## src/rtl/timer_pkg.sv

```systemverilog
package timer_pkg;
    typedef enum logic [1:0] {
        RATE_SLOW    = 2'b00,
        RATE_FASTEST = 2'b01,
        RATE_FAST    = 2'b10,
        RATE_MID     = 2'b11
    } rate_e;

    localparam logic [1:0] ADDR_DIV  = 2'd0;
    localparam logic [1:0] ADDR_CNT  = 2'd1;
    localparam logic [1:0] ADDR_MOD  = 2'd2;
    localparam logic [1:0] ADDR_CTRL = 2'd3;

    localparam int CTRL_W   = 3;
    localparam int CTRL_EN  = 2;
endpackage

```

## src/rtl/tmr_tap.sv

```systemverilog
module tmr_tap
    import timer_pkg::*;
#(
    parameter int DIV_W       = 16,
    parameter int TAP_SLOW    = 9,
    parameter int TAP_FASTEST = 3,
    parameter int TAP_FAST    = 5,
    parameter int TAP_MID     = 7
) (
    input  logic [DIV_W-1:0] div,
    input  rate_e            rate,
    input  logic             enable,
    output logic             product
);
    logic tapped;

    always_comb begin
        unique case (rate)
            RATE_SLOW:    tapped = div[TAP_SLOW];
            RATE_FASTEST: tapped = div[TAP_FASTEST];
            RATE_FAST:    tapped = div[TAP_FAST];
            default:      tapped = div[TAP_MID];
        endcase
        product = tapped & enable;
    end
endmodule

```

## src/rtl/tmr_count.sv

```systemverilog
module tmr_count #(
    parameter int REG_W = 8
) (
    input  logic             clk,
    input  logic             rst_n,
    input  logic             inc,
    input  logic             ld_cnt,
    input  logic             ld_mod,
    input  logic [REG_W-1:0] wdata,
    output logic [REG_W-1:0] cnt,
    output logic [REG_W-1:0] modv,
    output logic             irq
);
    localparam logic [REG_W-1:0] CNT_MAX = '1;

    typedef struct packed {
        logic [REG_W-1:0] cnt;
        logic [REG_W-1:0] modv;
        logic             irq;
    } cnt_state_t;

    cnt_state_t st_d, st_q;

    always_comb begin
        st_d     = st_q;
        st_d.irq = 1'b0;
        if (ld_cnt) begin
            st_d.cnt = wdata;
        end else if (inc) begin
            if (st_q.cnt == CNT_MAX) begin
                st_d.cnt = st_q.modv;
                st_d.irq = 1'b1;
            end else begin
                st_d.cnt = st_q.cnt + REG_W'(1);
            end
        end
        if (ld_mod) st_d.modv = wdata;
    end

    always_ff @(posedge clk) begin
        if (!rst_n) st_q <= '0;
        else        st_q <= st_d;
    end

    assign cnt  = st_q.cnt;
    assign modv = st_q.modv;
    assign irq  = st_q.irq;
endmodule

```

## src/rtl/prog_timer.sv

```systemverilog
module prog_timer
    import timer_pkg::*;
#(
    parameter int DIV_W       = 16,
    parameter int REG_W       = 8,
    parameter int TAP_SLOW    = 9,
    parameter int TAP_FASTEST = 3,
    parameter int TAP_FAST    = 5,
    parameter int TAP_MID     = 7
) (
    input  logic             clk,
    input  logic             rst_n,
    input  logic             tick,
    input  logic             wr_en,
    input  logic [1:0]       addr,
    input  logic [REG_W-1:0] wr_data,
    output logic [REG_W-1:0] rd_data,
    output logic             irq
);
    typedef struct packed {
        logic [DIV_W-1:0]  div;
        logic [CTRL_W-1:0] ctrl;
        logic              prev;
    } top_state_t;

    top_state_t        st_d, st_q;
    logic [DIV_W-1:0]  div_d;
    logic [CTRL_W-1:0] ctrl_d;
    logic              prod_d;
    logic              fall;
    logic              wr_div, wr_cnt, wr_mod, wr_ctrl;
    logic [REG_W-1:0]  cnt_q, mod_q;

    assign wr_div  = wr_en && (addr == ADDR_DIV);
    assign wr_cnt  = wr_en && (addr == ADDR_CNT);
    assign wr_mod  = wr_en && (addr == ADDR_MOD);
    assign wr_ctrl = wr_en && (addr == ADDR_CTRL);

    // next divider and control, evaluated ahead of the tap
    always_comb begin
        div_d  = st_q.div;
        ctrl_d = st_q.ctrl;
        if (wr_div)    div_d = '0;
        else if (tick) div_d = st_q.div + DIV_W'(1);
        if (wr_ctrl)   ctrl_d = wr_data[CTRL_W-1:0];
    end

    tmr_tap #(
        .DIV_W(DIV_W), .TAP_SLOW(TAP_SLOW), .TAP_FASTEST(TAP_FASTEST),
        .TAP_FAST(TAP_FAST), .TAP_MID(TAP_MID)
    ) u_tap (
        .div    (div_d),
        .rate   (rate_e'(ctrl_d[1:0])),
        .enable (ctrl_d[CTRL_EN]),
        .product(prod_d)
    );

    always_comb begin
        st_d.div  = div_d;
        st_d.ctrl = ctrl_d;
        st_d.prev = prod_d;
        fall      = st_q.prev & ~prod_d;
    end

    always_ff @(posedge clk) begin
        if (!rst_n) st_q <= '0;
        else        st_q <= st_d;
    end

    tmr_count #(.REG_W(REG_W)) u_count (
        .clk   (clk),
        .rst_n (rst_n),
        .inc   (fall),
        .ld_cnt(wr_cnt),
        .ld_mod(wr_mod),
        .wdata (wr_data),
        .cnt   (cnt_q),
        .modv  (mod_q),
        .irq   (irq)
    );

    always_comb begin
        unique case (addr)
            ADDR_DIV: rd_data = st_q.div[DIV_W-1 -: REG_W];
            ADDR_CNT: rd_data = cnt_q;
            ADDR_MOD: rd_data = mod_q;
            default:  rd_data = REG_W'(st_q.ctrl);
        endcase
    end
endmodule

```

## config.mk

```make
export PLATFORM = sky130hd
export DESIGN_NAME = prog_timer
export DESIGN_NICKNAME = d
export VERILOG_FILES = /design/src/rtl/timer_pkg.sv /design/src/rtl/tmr_tap.sv /design/src/rtl/tmr_count.sv /design/src/rtl/prog_timer.sv
export SDC_FILE = /design/constraint.sdc
export NUM_CORES = 1
export LEC_CHECK = 0
export BUFFER_PORTS_ARGS = -buffer_cell sky130_fd_sc_hd__buf_4
export CAP_MARGIN = 25
export CORE_MARGIN = 2
export CORE_UTILIZATION = 35
export DETAILED_ROUTE_END_ITERATION = 6
export HOLD_SLACK_MARGIN = 0.06
export PLACE_DENSITY_LB_ADDON = 0.1
export SYNTH_ARGS = -nofsm -noshare
export SYNTH_HDL_FRONTEND = slang
export SYNTH_SLANG_ARGS = --single-unit
```

## constraint.sdc

```tcl
create_clock -name clk -period 2 [get_ports clk]
set_input_delay 0.4 -clock clk [delete_from_list [all_inputs] [get_ports clk]]
set_output_delay 0.4 -clock clk [all_outputs]
set_load 0.03 [all_outputs]
```

==> metrics.md, run 1 <==
| Metric | Value |
|---|---|
| Status | `finished clean` |
| Power Density | `571 nW/µm²` |
| Leakage | `0.00103 µW` |
| Hpwl dp | `3720 µm` |
| Setup violations, final | `0` |
| Required time of the critical path | `2.23 ns` |
| Clock Latency Late Sink | `0.28 ns` |
| Synth area leader | `sky130_fd_sc_hd__dfxtp_1` |
| FP Rows | `27` |
| TritonCTS sink count | `37` |
| Unrepaired setup endpoints after global routing | `true` |
| Fraction of power spent switching nets | `26.2%` |
| Number of top-level pins | `23` |
| Clk pin slew, worst setup/hold paths | `0.07 ns` |
| Fraction of layout instances using a drive strength above 1 | `28.8%` |
| Inserted Clock Buffers | `5` |
| Main combinational cell family by area after synthesis | `simple AND/OR/NAND/NOR gates` |
| Worst clock skew | `0.00657 ns` |
| Number of antenna violations at the first check in global routing | `0` |
| Hold crit path type | `input pin to register` |
| Register bit total from synthesis | `37` |
| Die boundary width | `79.3 µm` |
| Die height | `79.3 µm` |
| CTS tree | `done` |
| Final Hold Fails | `0` |
| DR DRC count | `0` |
| Max-slew violation total from the final report | `0` |
| Number of buffer cells added on primary ports | `22` |
| Final cycle utilization of the critical path | `98.2%` |
| Total grt overflow | `0` |
| CTS Root Buffer Type | `sky130_fd_sc_hd__clkbuf_8` |
| Mux contribution to synthesized area | `9.01%` |
| Area of the mapped netlist | `1990 µm²` |
| Post-synth EDFFs | `0` |
| Share of the synthesized area in the top cell type | `37.3%` |
| Share of power burned in the clock network | `34.2%` |
| Syn-to-layout area delta | `30.1%` |
| Crit path kind | `register to register` |
| ANT cells | `0` |
| Kind of capture point of the worst setup path | `register` |
| Yosys synthesis warning count | `0` |
| Internal power | `1090 µW` |
| Vias after detailed routing | `1838` |
| Antenna Nets Post-Route | `0` |
| Top post-synthesis cells by count | `sky130_fd_sc_hd__dfxtp_1, sky130_fd_sc_hd__nand2_1, sky130_fd_sc_hd__nor2_1` |
| Async set-or-reset flop fraction in the synthesized netlist | `0%` |
| Core Footprint | `5510 µm²` |
| Global-route wire length before repair | `8180 µm` |
| Effective utilization at floorplan | `36.1%` |
| Time the final worst path needs with I/O delays and setup | `1.96 ns` |
| Arrival time of data at the critical path endpoint | `2.19 ns` |
| Number of fill cells | `549` |
| Max Freq | `0.509 GHz` |
| Fin Hold WS | `0.352 ns` |
| Maximum fanout along the worst path | `6` |
| Most common cell in the netlist | `sky130_fd_sc_hd__dfxtp_1` |
| Net Count, Synth | `250` |
| Compound-cell area share of the yosys netlist | `16.2%` |
| Floorplan die area | `6290 µm²` |
| Largest net degree at the start of global routing | `26` |
| Initial DRT Pass Iterations | `4` |
| Synthesized-area fraction occupied by adder cells | `1.26%` |
| Longest Clk Path Bufs | `2` |
| Number of library cell types mapped by synthesis | `43` |
| RePlAce Congestion | `0.817` |
| Maximum vdd ir drop | `0.430 mV` |
| Slew Limit Headroom | `76.8%` |
| Vias per inst | `5.15` |
| Mean instance size in the synthesized netlist | `8.49 µm²` |
| GR Util All Layers | `16.6%` |
| Sequential fraction of design power | `52.6%` |
| Startpoint type of the worst setup path | `register` |
| Worst-margin pin slew | `0.347 ns` |
| Cells after Synth | `234` |
| Number of cells in the design after placement | `345` |
| Synth Flop Type | `sky130_fd_sc_hd__dfxtp_1` |
| H-tree Lvls | `2` |
| Portion of total power attributed to combinational logic | `13.3%` |
| Max-cap violations | `0` |
| Wire length reported by the detailed router | `5080 µm` |
| Overall power | `1470 µW` |
| Xor-xnor portion of the synthesized cell area | `7.06%` |
| Average routed wire per standard cell | `14.2 µm` |
| First-iteration detailed-routing DRC count | `53` |
| Portion of the post-synthesis area used by sequential elements | `37.3%` |
| Reported net switching power | `386 µW` |
| Final instance count without filler cells | `357` |
| Leading post-synthesis cells by cell area | `sky130_fd_sc_hd__dfxtp_1, sky130_fd_sc_hd__nand2_1, sky130_fd_sc_hd__nand3_1` |
| Fin nets | `300` |
| Vias in the first global route | `1714` |
| Post-synthesis share of cell area spent on and, or, nand and nor gates | `25.8%` |
[worst paths after layout]
path	startpoint	to	slack, ns	cells past startpoint
setup / recovery	st_q[9]$_SDFF_PN0_	u_count.cnt[7]$_SDFFE_PN0P_	0.04	8
hold / removal	wr_data[4]	u_count.cnt[4]$_SDFFE_PN0P_	0.35	3
setup reg to reg	st_q[9]$_SDFF_PN0_	u_count.cnt[7]$_SDFFE_PN0P_	0.04	8
hold reg to reg	u_count.modv[1]$_SDFFE_PN0P_	u_count.modv[1]$_SDFFE_PN0P_	0.50	2
[stage by stage]
stage	setup slack, ns	cell area (µm²)	setup TNS, ns	util [%]
after floorplan	0.0642	2020	0	-
after global placement	-0.0937	2420	-0.280	44.0
after detailed placement	-0.112	2420	-0.456	44.0
after CTS	0.00703	2510	0	45.6
after global routing	-0.0811	2580	-0.424	46.9
final	0.0367	2580	0	46.9
[layer usage]
layer / vias to the layer above / global-route usage, % / wire length, µm
li1: 951 / - / -
met2: 23 / 26.7 / 2400
met3: 2 / 3.41 / 175
met5: - / 0 / 0
met4: 0 / 3.62 / 29
met1: 862 / 22.9 / 2470
[worst max-delay path: stages (launching register included)]
cell and delay, ns:
sky130_fd_sc_hd__dfxtp_2 0.35, sky130_fd_sc_hd__nand4_1 0.17, sky130_fd_sc_hd__buf_4 0.20, sky130_fd_sc_hd__nor2_4 0.11, sky130_fd_sc_hd__xnor2_2 0.15, sky130_fd_sc_hd__o221ai_2 0.18, sky130_fd_sc_hd__a31o_4 0.28, sky130_fd_sc_hd__or4_1 0.40
sky130_fd_sc_hd__nand3_1 0.07
[cell usage in the layout, fill, tap and decap left out, types with 8 or more instances in the layout]
| master | count |
|---|---|
| sky130_fd_sc_hd__buf_4 | 53 |
| sky130_fd_sc_hd__dfxtp_1 | 33 |
| sky130_fd_sc_hd__nand2_1 | 29 |
| sky130_fd_sc_hd__nor2_1 | 23 |
| sky130_fd_sc_hd__nand3_1 | 21 |
| sky130_fd_sc_hd__o21ai_0 | 12 |
| sky130_fd_sc_hd__mux2i_1 | 10 |
| sky130_fd_sc_hd__nand4_1 | 8 |
| sky130_fd_sc_hd__a21boi_0 | 8 |
| sky130_fd_sc_hd__xor2_1 | 8 |
| sky130_fd_sc_hd__and3_1 | 8 |
[sequential cells by signal (all words and copies together) (netlist names)]
name	cells
u_count.irq	1
u_count.modv	8
st_q	20
u_count.cnt	8
[final cells by class]
cell class	count	area, µm²	share of cell area (%)
inverters	3	11.3	0.436
repair buffers	53	398	15.4
multi-input cells	184	1250	48.6
clock buffers	6	72.6	2.81
well taps	72	90.1	3.49
clock inverters	2	10.0	0.388
flip-flops and latches	37	746	28.9
[power by group through the flow]
| stage | logic, µW | registers [µW] | clock network, µW |
|---|---|---|---|
| after floorplan | 106 | 788 | 0 |
| after global placement | 191 | 792 | 0 |
| after detailed placement | 191 | 792 | 0 |
| after CTS | 192 | 775 | 524 |
| after global routing | 216 | 777 | 563 |
| final | 195 | 775 | 504 |
[cells by family after synthesis]
| kind of cell | Yosys count |
|---|---|
| xor+xnor | 16 |
| simple gates | 106 |
| compound gates | 45 |
| flops | 37 |
| mux | 14 |
| fa+ha+maj | 2 |
| buf+inv | 14 |
[repair_timing]
item                                    CTS  global route
hold endpoints to repair                  0             0
setup buffers                             0             3
cloned                                    0             1
hold buffers                              0             0
endpoints found under the setup margin    2             7
gates resized for setup                   1             8
pin swaps                                 0             9
(Power assumes the default switching activity.)
==> run 2, diff against run 1 <==
--- a/config.mk
+++ b/config.mk
@@ -12,6 +12,7 @@
 export DETAILED_ROUTE_END_ITERATION = 6
 export HOLD_SLACK_MARGIN = 0.06
 export PLACE_DENSITY_LB_ADDON = 0.1
+export RECOVER_POWER = 100
 export SYNTH_ARGS = -nofsm -noshare
 export SYNTH_HDL_FRONTEND = slang
 export SYNTH_SLANG_ARGS = --single-unit
==> metrics.md, run 2 (synthesis results as in run 1) <==
| Metric | Value |
|---|---|
| Status | `finished clean` |
| Syn-to-layout area delta | `29.7%` |
| Routed length on met1 | `2520 µm` |
| Startpoint type of the worst setup path | `register` |
| Hold crit path type | `input pin to register` |
| Fraction of layout instances using a drive strength above 1 | `28.1%` |
| Clk pin slew, worst setup/hold paths | `0.07 ns` |
| Initial DRT Pass Iterations | `4` |
| Global-route wire length before repair | `8180 µm` |
| Fraction of power spent switching nets | `26.2%` |
| Max incr delay on CP | `0.40 ns` |
| RePlAce Congestion | `0.817` |
| Slew Limit Headroom | `76.0%` |
| Most common library cell in the layout ignoring fill and taps | `sky130_fd_sc_hd__buf_4` |
| Number of flip-flops under the largest register name | `20` |
| Setup violations, final | `0` |
| Unrepaired setup endpoints after global routing | `true` |
| Final design area excluding fillers | `2570 µm²` |
| Most frequent cells in the layout | `sky130_fd_sc_hd__buf_4, sky130_fd_sc_hd__dfxtp_1, sky130_fd_sc_hd__nand2_1` |
| First-iteration detailed-routing DRC count | `58` |
| Required time of the critical path | `2.23 ns` |
| Die height | `79.3 µm` |
| Cells along the critical path | `nand4_1 -> buf_4 -> nor2_4 -> xnor2_2 -> o221ai_2 -> a31o_4 -> or4_1 -> nand3_1` |
| Max-slew violation total from the final report | `0` |
| Arrival time of data at the critical path endpoint | `2.19 ns` |
| Biggest register | `st_q` |
| Core Footprint | `5510 µm²` |
| Placed cell area | `2420 µm²` |
| Antenna Nets Post-Route | `0` |
| Leakage | `0.00103 µW` |
| Reported net switching power | `387 µW` |
| Hold-fix buffers at CTS | `0` |
| Vias per inst | `5.15` |
| CTS Root Buffer Type | `sky130_fd_sc_hd__clkbuf_8` |
| Final cycle utilization of the critical path | `98.0%` |
| Inserted Clock Buffers | `5` |
| Wire length on met2 | `2390 µm` |
| Largest net degree at the start of global routing | `26` |
| Highest metal used | `met4` |
| TritonCTS sink count | `37` |
| Power Density | `572 nW/µm²` |
| Final core utilization | `46.8%` |
| Number of buffer cells added on primary ports | `22` |
| Floorplan die area | `6290 µm²` |
| Total grt overflow | `0` |
| CTS tree | `done` |
| Vias in the first global route | `1714` |
| ANT cells | `0` |
| Crit path kind | `register to register` |
| Vias after detailed routing | `1837` |
| Maximum fanout along the worst path | `6` |
| Overall power | `1470 µW` |
| Worst clock skew | `0.00650 ns` |
| Internal power | `1090 µW` |
| Number of antenna violations at the first check in global routing | `0` |
| Effective utilization at floorplan | `36.1%` |
| Max-cap violations | `0` |
| Portion of total power attributed to combinational logic | `13.1%` |
| Kind of cell adding the most delay to the critical path | `simple AND/OR/NAND/NOR gates` |
| Max Freq | `0.510 GHz` |
| Longest Clk Path Bufs | `2` |
| Maximum vdd ir drop | `0.431 mV` |
| Kind of capture point of the worst setup path | `register` |
| Detailed-routed wire length on met3 | `130 µm` |
| Hpwl dp | `3720 µm` |
| Fin nets | `300` |
| Clock Latency Late Sink | `0.28 ns` |
| Average routed wire per standard cell | `14.2 µm` |
| GR Util All Layers | `16.6%` |
| Time the final worst path needs with I/O delays and setup | `1.96 ns` |
| Sequential fraction of design power | `52.6%` |
| Number of buffer and inverter stages on the critical path | `1` |
| Final Hold Fails | `0` |
| FP Rows | `27` |
| Number of top-level pins | `23` |
| Die boundary width | `79.3 µm` |
| Share of power burned in the clock network | `34.2%` |
| H-tree Lvls | `2` |
| Worst-margin pin slew | `0.359 ns` |
| DR DRC count | `0` |
| Slowest cell on crit path | `sky130_fd_sc_hd__or4_1` |
| Wire length reported by the detailed router | `5070 µm` |
## run 2: cell count changes in the layout (fill, tap and decap cells not counted)
| cell | change |
|---|---|
| sky130_fd_sc_hd__buf_4 | -2 |
| sky130_fd_sc_hd__clkbuf_1 | +2 |
## run 2: metrics by stage
| step | std cells | TNS, ns | setup WS (ns) | hold slack (ns) |
|---|---|---|---|---|
| floorplan | 234 | 0 | 0.0642 | 0.453 |
| global placement | 345 | -0.280 | -0.0937 | 0.486 |
| detailed placement | 345 | -0.456 | -0.112 | 0.487 |
| CTS | 353 | 0 | 0.00703 | 0.350 |
| global route | 357 | -0.424 | -0.0811 | 0.370 |
| finish | 357 | 0 | 0.0407 | 0.352 |
## run 2: repair_timing
item                                    CTS  global route
resized for setup                         1             8
buffers inserted                          0             3
pin swaps                                 0             9
gates cloned                              0             1
endpoints found under the setup margin    2             7
## run 2: cell type report
type / count / area, µm²
tap: 72 / 90.1
clock buffer: 6 / 72.6
clock inverter: 2 / 10.0
sequential: 37 / 746
timing repair buffer: 53 / 390
fill: 552 / 2930
inverter: 3 / 11.3
multi-input combinational: 184 / 1250
## run 2: worst paths after layout
path / start / cells past startpoint / slack, ns / end
worst max-delay path: st_q[9]$_SDFF_PN0_ / 8 / 0.04 / u_count.cnt[7]$_SDFFE_PN0P_
worst max register to register: st_q[9]$_SDFF_PN0_ / 8 / 0.04 / u_count.cnt[7]$_SDFFE_PN0P_
worst min register to register: u_count.modv[1]$_SDFFE_PN0P_ / 2 / 0.50 / u_count.modv[1]$_SDFFE_PN0P_
worst min-delay path: wr_data[4] / 3 / 0.35 / u_count.cnt[4]$_SDFFE_PN0P_
## run 2: layer usage
layer  track usage [%]  up-vias
li1                  -      951
met1              22.9      859
met2              26.7       25
met3              3.41        2
met4              3.62        0
met5                 0        -
## run 2: worst reg2reg max path, cell delays in order (launching register included)
cell and delay (ns):
sky130_fd_sc_hd__dfxtp_2 0.35, sky130_fd_sc_hd__nand4_1 0.17, sky130_fd_sc_hd__buf_4 0.20, sky130_fd_sc_hd__nor2_4 0.12
sky130_fd_sc_hd__xnor2_2 0.15, sky130_fd_sc_hd__o221ai_2 0.17, sky130_fd_sc_hd__a31o_4 0.28, sky130_fd_sc_hd__or4_1 0.40
sky130_fd_sc_hd__nand3_1 0.07
## run 2: power groups by stage
stage	logic (µW)	registers, µW	clock network, µW
2_1_floorplan	106	788	0
3_3_place_gp	191	792	0
3_5_place_dp	191	792	0
4_1_cts	192	775	524
5_1_grt	214	777	563
6_report	194	775	504
==> run 3, diff against run 2 <==
--- a/config.mk
+++ b/config.mk
@@ -8,7 +8,7 @@
 export BUFFER_PORTS_ARGS = -buffer_cell sky130_fd_sc_hd__buf_4
 export CAP_MARGIN = 25
 export CORE_MARGIN = 2
-export CORE_UTILIZATION = 35
+export CORE_UTILIZATION = 52
 export DETAILED_ROUTE_END_ITERATION = 6
 export HOLD_SLACK_MARGIN = 0.06
 export PLACE_DENSITY_LB_ADDON = 0.1
==> metrics.md, run 3 (synthesis results as in run 1) <==
| Metric | Value |
|---|---|
| Floorplan die area | `4330 µm²` |
| Die height | `65.8 µm` |
| Maximum vdd ir drop | `0.471 mV` |
| Setup TNS | `0 ns` |
| Hold-fix buffers at CTS | `0` |
| Unrepaired setup endpoints after global routing | `true` |
| Biggest register | `st_q` |
| Final cycle utilization of the critical path | `96.6%` |
| Most frequent cells in the layout | `sky130_fd_sc_hd__buf_4, sky130_fd_sc_hd__dfxtp_1, sky130_fd_sc_hd__nand2_1` |
| Clock Latency Late Sink | `0.28 ns` |
| Fin nets | `299` |
| CTS Root Buffer Type | `sky130_fd_sc_hd__clkbuf_8` |
| TritonCTS sink count | `37` |
| RePlAce Congestion | `0.803` |
| Vias in the first global route | `1695` |
| Wire length reported by the detailed router | `4970 µm` |
| Crit path kind | `register to register` |
| Average routed wire per standard cell | `15.0 µm` |
| Clk pin slew, worst setup/hold paths | `0.08 ns` |
| H-tree Lvls | `2` |
| Number of buffer cells added on primary ports | `22` |
| Number of flip-flops under the largest register name | `20` |
| Hold crit path type | `input pin to register` |
| Most common library cell in the layout ignoring fill and taps | `sky130_fd_sc_hd__buf_4` |
| GR Util All Layers | `24.8%` |
| ANT cells | `0` |
| Post-Place Worst Slack | `-0.0957 ns` |
| Slew Limit Headroom | `75.9%` |
| Kind of capture point of the worst setup path | `register` |
| Initial DRT Pass Iterations | `4` |
| PnR worst setup slack | `0.0674 ns` |
| Number of antenna violations at the first check in global routing | `0` |
| Inserted Clock Buffers | `5` |
| Hpwl dp | `3470 µm` |
| Total grt overflow | `0` |
| Longest Clk Path Bufs | `2` |
| Final Hold Fails | `0` |
| Power Density | `640 nW/µm²` |
| Number of top-level pins | `23` |
| Time the final worst path needs with I/O delays and setup | `1.93 ns` |
| Status | `finished clean` |
| Fraction of layout instances using a drive strength above 1 | `29.2%` |
| Maximum fanout along the worst path | `6` |
| Core Footprint | `3660 µm²` |
| Worst clock skew | `0.00300 ns` |
| Global-route wire length before repair | `8270 µm` |
| Max-slew violation total from the final report | `0` |
| Vias per inst | `5.67` |
| Syn-to-layout area delta | `29.4%` |
| Max Freq | `0.517 GHz` |
| Leakage | `0.00103 µW` |
| Overall power | `1640 µW` |
| First-iteration detailed-routing DRC count | `106` |
| CTS tree | `done` |
| Startpoint type of the worst setup path | `register` |
| Largest net degree at the start of global routing | `26` |
| DR DRC count | `0` |
| Setup violations, final | `0` |
| Die boundary width | `65.8 µm` |
| Required time of the critical path | `2.23 ns` |
| Worst-margin pin slew | `0.360 ns` |
| FP Rows | `22` |
| Antenna Nets Post-Route | `0` |
| Effective utilization at floorplan | `54.2%` |
| Arrival time of data at the critical path endpoint | `2.16 ns` |
| Max-cap violations | `0` |
| Vias after detailed routing | `1881` |
run 3: critical path, cell delays in order, from the launching register on:
cell and delay (ns):
sky130_fd_sc_hd__dfxtp_2 0.35, sky130_fd_sc_hd__nand4_1 0.16, sky130_fd_sc_hd__nor3_2 0.25, sky130_fd_sc_hd__xnor2_2 0.15, sky130_fd_sc_hd__o221ai_2 0.15, sky130_fd_sc_hd__a31o_4 0.28, sky130_fd_sc_hd__or4_4 0.42, sky130_fd_sc_hd__nand3_2 0.10
run 3: per-layer routing:
layer	track usage [%]	up-vias	wire [µm]
li1	-	943	-
met5	0	-	0
met4	6.25	0	82
met3	4.60	10	258
met2	38.5	56	2320
met1	35.4	872	2310
run 3: stage by stage:
stage	hold slack (ns)	util (%)	cells	cell area, µm²
2_1_floorplan	0.453	-	234	2020
4_1_cts	0.349	68.6	328	2510
3_3_place_gp	0.491	65.2	320	2390
6_report	0.354	70.2	332	2570
3_5_place_dp	0.490	65.2	320	2390
5_1_grt	0.382	70.2	332	2570
run 3: timing repair:
item / 4_1_cts / 5_1_grt
setup endpoints to repair: 1 / 7
resized for setup: 1 / 11
buffers inserted: 0 / 4
pin swaps: 0 / 8
run 3: path summary, 6_finish.rpt:
| kind | cells past startpoint | slack (ns) | start | endpoint |
|---|---|---|---|---|
| max reg2reg | 7 | 0.07 | st_q[7]$_SDFF_PN0_ | u_count.cnt[7]$_SDFFE_PN0P_ |
| min | 3 | 0.35 | wr_data[4] | u_count.cnt[4]$_SDFFE_PN0P_ |
| min reg2reg | 2 | 0.50 | u_count.modv[1]$_SDFFE_PN0P_ | u_count.modv[1]$_SDFFE_PN0P_ |
| max | 7 | 0.07 | st_q[7]$_SDFF_PN0_ | u_count.cnt[7]$_SDFFE_PN0P_ |
run 3: final cells by class:
type | count | area (µm²)
Clock buffer | 7 | 86.3
Clock inverter | 1 | 30.0
Fill cell | 298 | 1090
Inverter | 3 | 11.3
Multi-Input combinational cell | 183 | 1240
Sequential cell | 37 | 746
Tap cell | 48 | 60.1
Timing Repair Buffer | 53 | 398
run 3: power breakdown:
| group | internal (µW) | switching, µW | total, µW |
|---|---|---|---|
| sequential | 754 | 21.3 | 776 |
| combinational | 87.0 | 101 | 188 |
| clock | 407 | 273 | 679 |
| total | 1250 | 395 | 1640 |
